File: config.mk
export PLATFORM = sky130hd
export DESIGN_NAME = ppi_port
export DESIGN_NICKNAME = d
export VERILOG_FILES = /design/src/rtl/ppi_port.sv
export SDC_FILE = /design/constraint.sdc
export NUM_CORES = 1
export LEC_CHECK = 0
export BUFFER_PORTS_ARGS = -buffer_cell sky130_fd_sc_hd__buf_2
export CORE_UTILIZATION = 25
export DETAILED_ROUTE_END_ITERATION = 6
export GPL_TIMING_DRIVEN = 0
export HOLD_SLACK_MARGIN = 0.08
export SYNTH_ARGS = -nofsm -noshare
export SYNTH_HDL_FRONTEND = slang
export SYNTH_SLANG_ARGS = --single-unit
File: constraint.sdc
create_clock -name clk -period 4.7 [get_ports clk]
set_input_delay 0.235 -clock clk [delete_from_list [all_inputs] [get_ports clk]]
set_output_delay 0.235 -clock clk [all_outputs]
set_load 0.05 [all_outputs]
File: src/rtl/ppi_port.sv
module ppi_port (
  input  logic       clk,
  input  logic       rst,
  input  logic       cs_n,
  input  logic       rd_n,
  input  logic       wr_n,
  input  logic [1:0] addr,
  input  logic [7:0] din,
  output logic [7:0] dout,
  output logic       dout_en,
  input  logic [7:0] pa_in,
  output logic [7:0] pa_out,
  output logic [7:0] pa_oe,
  input  logic [7:0] pb_in,
  output logic [7:0] pb_out,
  output logic [7:0] pb_oe,
  input  logic [7:0] pc_in,
  output logic [7:0] pc_out,
  output logic [7:0] pc_oe
);

  localparam logic [1:0] ADR_A   = 2'd0;
  localparam logic [1:0] ADR_B   = 2'd1;
  localparam logic [1:0] ADR_C   = 2'd2;
  localparam logic [1:0] ADR_CTL = 2'd3;
  localparam logic [6:0] CFG_RST = 7'b001_1011;

  logic [7:0] pa_q, pb_q, pc_q;
  logic [6:0] cfg_q;
  logic       wr_en, ctl_wr;
  logic [7:0] a_rd, b_rd, c_rd, rd_mux;

  assign wr_en   = !cs_n && !wr_n;
  assign ctl_wr  = wr_en && (addr == ADR_CTL);
  assign dout_en = !cs_n && !rd_n && wr_n;

  assign pa_out = pa_q;
  assign pb_out = pb_q;
  assign pc_out = pc_q;
  assign pa_oe  = {8{~cfg_q[4]}};
  assign pb_oe  = {8{~cfg_q[1]}};
  assign pc_oe  = {{4{~cfg_q[3]}}, {4{~cfg_q[0]}}};

  assign a_rd = (pa_in & ~pa_oe) | (pa_q & pa_oe);
  assign b_rd = (pb_in & ~pb_oe) | (pb_q & pb_oe);
  assign c_rd = (pc_in & ~pc_oe) | (pc_q & pc_oe);

  always_comb begin
    case (addr)
      ADR_A:   rd_mux = a_rd;
      ADR_B:   rd_mux = b_rd;
      ADR_C:   rd_mux = c_rd;
      default: rd_mux = 8'h00;
    endcase
  end

  assign dout = dout_en ? rd_mux : 8'h00;

  always_ff @(posedge clk or posedge rst) begin
    if (rst) begin
      pa_q  <= 8'h00;
      pb_q  <= 8'h00;
      pc_q  <= 8'h00;
      cfg_q <= CFG_RST;
    end else if (wr_en) begin
      case (addr)
        ADR_A: pa_q <= din;
        ADR_B: pb_q <= din;
        ADR_C: pc_q <= din;
        default: begin
          if (din[7]) cfg_q <= din[6:0];
          else        pc_q[din[3:1]] <= din[0];
        end
      endcase
    end
  end


  bit_cmd_chk: assert property (@(posedge clk) disable iff (rst)
    (ctl_wr && !din[7]) |=> pc_q[$past(din[3:1])] == $past(din[0]));


  idle_hold_chk: assert property (@(posedge clk) disable iff (rst)
    cs_n |=> $stable(pa_q) && $stable(pb_q) && $stable(pc_q) && $stable(cfg_q));


  dir_set_chk: assert property (@(posedge clk) disable iff (rst)
    (ctl_wr && din[7]) |=> (pa_oe == {8{~$past(din[4])}}) && (pb_oe == {8{~$past(din[1])}})
      && (pc_oe[7:4] == {4{~$past(din[3])}}) && (pc_oe[3:0] == {4{~$past(din[0])}}));


  mode_hold_chk: assert property (@(posedge clk) disable iff (rst)
    !(ctl_wr && din[7]) |=> $stable(cfg_q[6:5]) && $stable(cfg_q[2]));


  latch_keep_chk: assert property (@(posedge clk) disable iff (rst)
    (ctl_wr && din[7]) |=> $stable(pa_q) && $stable(pb_q) && $stable(pc_q));


  ctl_read_chk: assert property (@(posedge clk) disable iff (rst)
    (dout_en && addr == ADR_CTL) |-> dout == 8'h00);


  reset_state_chk: assert property (@(posedge clk) disable iff (rst)
    ($past(rst) && !$past(wr_en)) |-> (pa_oe == 8'h00) && (pb_oe == 8'h00) && (pc_oe == 8'h00)
      && (pa_q == 8'h00) && (pb_q == 8'h00) && (pc_q == 8'h00));

endmodule

* Yosys cells after proc, flatten, opt, wreduce, memory -nomap -nowiden
Cells that the tools add are included.
Operators by class: order comparisons 2, equality and inequality tests 3, muxes and demuxes 7, bitwise operators 18, reduce and logical (&&, ||, !) cells 14
Operator list (number):
- $and 8x8->8 | 6
- $not 8->8 | 3
- $or 8x8->8 | 3
- $pmux 8 s3 | 1
- $mux 8 | 2
- $pmux 8 s2 | 1
- $bwmux 8 | 1
- $not 1->1 | 6
- $reduce_and 3->1 | 2
- $logic_and 1x1->1 | 4
- $lt 3x4->1 const B | 1
- $reduce_and 2->1 | 2
- $demux 1 s3 | 1
- $ge 3x1->1 const B | 1
- $logic_not 1->1 | 3
- $reduce_or 3->1 | 1
- $eq 2x1->1 const B | 1
- $eq 2x2->1 const B | 1
- $logic_not 2->1 | 1
- $ne 2x1->1 const B | 1
- $reduce_or 2->1 | 1
- $mux 1 | 1
Storage, ports and cells: bits in registers 29, bits of input ports 39, output and inout port bits 57, word-level logic and storage cells 48

* Logic depth before layout (Yosys ltp)
word-level depth 7, depth in mapped cells 6, depth with buffers taken out 3

* Worst setup path after synthesis
No wires, ideal clock.
path kind in2out, start point in cs_n, end point out dout[0], arrival 2694 ps, required time 4465 ps, setup slack 1771 ps, stages on the path 3, path buffers 0, cell sequence nor3b_1 > nand2_1 > a21oi_1
Between the ends: cells in the longest elaborated chain, start to end 4
RTL lines:
- start, declared | RTL line 4 | input logic cs_n,
- $logic_not 1->1 | RTL line 35 | assign dout_en = !cs_n && !rd_n && wr_n;
- $logic_and 1x1->1 (2 in a row) | RTL line 35
- $mux 8 | RTL line 57 | assign dout = dout_en ? rd_mux : 8'h00;
- end, declared | RTL line 9 | output logic [7:0] dout,
Every way passes these cells.

* Worst setup path in the final report
start point reg cfg_q[4], end point out dout[4]
Between the ends: cells in the longest elaborated chain, start to end 6, elaborated cells on any way between the ends 7, classes of those cells 2 x mux; 5 x bitwise
RTL lines:
- start, declared | RTL line 29 | logic [6:0] cfg_q;
- start signal, assigned | RTL line 71 | if (din[7]) cfg_q <= din[6:0];
- $not 1->1 (*) | RTL line 40 | assign pa_oe = {8{~cfg_q[4]}};
- $not 8->8 | RTL line 44 | assign a_rd = (pa_in & ~pa_oe) | (pa_q & pa_oe);
- $and 8x8->8 | RTL line 44
- $or 8x8->8 (*) | RTL line 44
- $pmux 8 s3 (*) | RTL line 49 | case (addr)
- $mux 8 (*) | RTL line 57
Every way passes the cells marked *; elsewhere a longest branch is shown, timed or not.

==> results.txt <==
Outcome -> finished clean
F_max -> 407.7 MHz
Final setup fails -> 0
Port bufs -> 94
Critical path fanouts, max -> 10
Leak -> 1.261 nW
Total power draw -> 1.252 mW
Tmin final -> 2.453 ns
Syn_nets -> 232
CP Class -> flip-flop to output pin
Post-Synth XOR/XNOR Area -> 0%
Rel. slew slack -> 27.62%
Routability Congestion -> 0.7728
Pre-Repair DR Iteration Count -> 4
CP endpoint kind -> output pin
Worst EP arrival -> 2.22 ns
Worst Skew -> 0 ns
Flops & latches, synth -> 28
Syn Inst Count -> 193
Initial core utilization -> 25.89%
CP required -> 4.47 ns
GR Overflow Total -> 0
Post-cts gate resize count -> 0
Final wirelength -> 5.931 mm
Fin crit share -> 52.19%
Post-route ant nets -> 0
Largest family of logic cells by synthesized area -> multiplexers
Vias per std cell -> 4.641
Global-route wire length before repair -> 9.459 mm
Root Buffer -> clkbuf_8
Placement Rows -> 32
TNS Setup -> 0 ns
FF-to-FF End -> cfg_q[4]
CTS Sinks -> 28
Largest stage delay, worst path -> 0.53 ns
Ports -> 96
CTS H-tree lvls -> 1
Post-Synth Simple-Gate Area -> 11.95%
Crit-path cells -> clkbuf_1 -> mux2_2 -> a22oi_1 -> a21oi_1 -> buf_2
Die Height -> 91.68 um
Wire per inst -> 15.09 um
Design area -> 2680 um^2
Synth unique cells -> 32
Minimum setup slack among reg-to-reg paths -> 3.37 ns
Largest net degree at the start of global routing -> 29
Maxcap violations -> 0
GRT Resource Usage Total -> 14.30%
Sequential area share after synthesis -> 35.10%
Compound-cell area share of the yosys netlist -> 11.26%
Post-synthesis cell area -> 2011 um^2
Share of cells above drive strength 1 -> 61.17%
RR Startpoint -> cfg_q[4]
Worst Reg-to-Reg Cells -> 2
Post-Synth Adder-Cell Area -> 0%
Initial antenna violation count -> 0
Power Density -> 467.0 nW/um^2
Die Wd -> 91.68 um
Post CTS Setup Buffer Count -> 0
Drt initial violations -> 65
FFs w/ async S/R, synth -> 100.0%
Vias -> 1824
Worst VDD drop -> 196.7 uV
Number of global-route vias before repair -> 1736
Worst-margin pin slew -> 1.085 ns
Synth warn -> 0
Clock Latency Late Sink -> 0.27 ns
Synth-to-layout area growth -> 33.29%
Post-route DRC -> 0
Post-CTS Hold Buffers -> 0
CP top delay family -> buffers and inverters
TritonCTS Buffers -> 3
Diodes inserted -> 0
Hold Path Class -> input pin to async pin
CTS Buffer Depth -> 2
Critical path buffers and inverters -> 2
Final #Nets -> 331
Post-Route Utilization -> 34.50%
CTS tree -> done
Hold slack -> 0.2098 ns
Placed Area -> 2609 um^2
Max-slew violations -> 0
Total die area -> 8405 um^2
Mux contribution to synthesized area -> 28.19%
Number of flops mapped to enable cells by yosys -> 0
Worst-path clk slew -> 0.10 ns
Crit path max-delay cell type -> dfstp_2
Core ar. -> 7767 um^2
Post-DP HPWL -> 4.452 mm
CP Launch Type -> flip-flop
Synth Area per Inst -> 10.42 um^2
RSZ-0062 raised after global routing -> false
Fin. Hold Viols -> 0
Post-synth top flop -> dfrtp_1
## cells in the final DEF (no fill, tap or decap)
| cell | count |
|---|---|
| buf_2 | 98 |
| mux2_2 | 45 |
| dfrtp_1 | 24 |
| buf_4 | 22 |
| inv_1 | 11 |
| nand2_1 | 11 |
| a21oi_1 | 10 |
| a22oi_1 | 8 |
| o211ai_1 | 7 |
| clkbuf_1 | 6 |
| mux2i_1 | 6 |
| nor2_1 | 4 |
| a32oi_1 | 4 |
| dfstp_2 | 4 |
| nor3b_1 | 3 |
| clkbuf_8 | 3 |
| buf_6 | 2 |
| nor2b_1 | 2 |
| and2_1 | 2 |
| nand4_1 | 2 |
| nor3_1 | 2 |
| nand4bb_1 | 2 |
| and3b_1 | 2 |
| a211oi_2 | 1 |
| nand4b_1 | 1 |
| and3_1 | 1 |
| nor4_4 | 1 |
| or4b_1 | 1 |
| nor4b_1 | 1 |
| and4_1 | 1 |
| a211oi_1 | 1 |
| a221oi_1 | 1 |
| or4b_2 | 1 |
| bufinv_16 | 1 |
## sequential cells by signal, indices dropped and copies added, names as in the netlist
signal and cells:
pb_out 8, cfg_q 4, pa_out 8, pc_out 8
## per-stage QoR
stage / setup slack, ns / std cells
final: 2.247 / 393
after global routing: 2.100 / 393
after CTS: 2.199 / 393
after detailed placement: 2.513 / 389
after global placement: 2.533 / 389
after floorplan: 1.771 / 193
## worst max path at each step
stage	depth (start not counted)	start	endpoint	slack, ns
finish	5	cfg_q[4]	dout[4]	2.25
global route	5	cfg_q[4]	dout[4]	2.10
CTS	5	cfg_q[4]	dout[4]	2.20
detailed placement	5	cfg_q[4]	dout[4]	2.51
global placement	5	cfg_q[4]	dout[4]	2.53
floorplan	3	cs_n	dout[0]	1.77
## final cells by class
type | count | area [um^2]
fill | 837 | 5087
multi-input combinational | 120 | 1033
sequential | 28 | 705.7
timing repair buffer | 94 | 470.5
buffer | 34 | 230.2
tap | 102 | 127.6
clock buffer | 3 | 41.29
inverter | 11 | 41.29
clock inverter | 1 | 30.03
## worst register-to-register path: cells and delay by family, from the launching register on
kind	cells	cell delay (ns)
muxes	1	0.27
buffers and inverters	1	0.48
DFF	1	0.53
## cells by family (layout without fill, tap and decap cells)
family | count (synthesis) | in the layout
muxes | 51 | 51
AOI/OAI and AO/OA | 32 | 32
buffers and inverters | 45 | 143
and+or+nand+nor | 37 | 37
DFF | 28 | 28
## report_power, final
part / total [mW] / internal, mW / switching (mW) / leakage [nW]
Clock: 0.194 / 0.114 / 0.0794 / 0.0357
Combinational: 0.717 / 0.231 / 0.486 / 0.898
Sequential: 0.341 / 0.298 / 0.0428 / 0.328
Total: 1.25 / 0.643 / 0.608 / 1.26
## routing by layer
metal | share of wire (%) | wire (um) | up-vias | track usage [%]
li1 | - | - | 878 | -
met1 | 49 | 2913 | 857 | 21.49
met2 | 45 | 2668 | 85 | 21.87
met3 | 5.6 | 332 | 4 | 1.824
met4 | 0.27 | 16 | 0 | 2.778
met5 | 0 | 0 | - | 0
## synthesized netlist by cell type, drive strengths merged, types with 3 or more instances
master  instances  area [um^2]
nor3b           3        22.52
a21oi          10        50.05
clkbuf          6        22.52
nand2          11        41.29
a22oi           8        60.06
mux2           45        506.7
nor2            4        15.01
buf            28        207.7
inv            11        41.29
dfstp           4        105.1
a32oi           4        35.03
mux2i           6        60.06
dfrtp          24        600.6
o211ai          7        52.55
No activity file was read; power rests on OpenSTA's default activity.
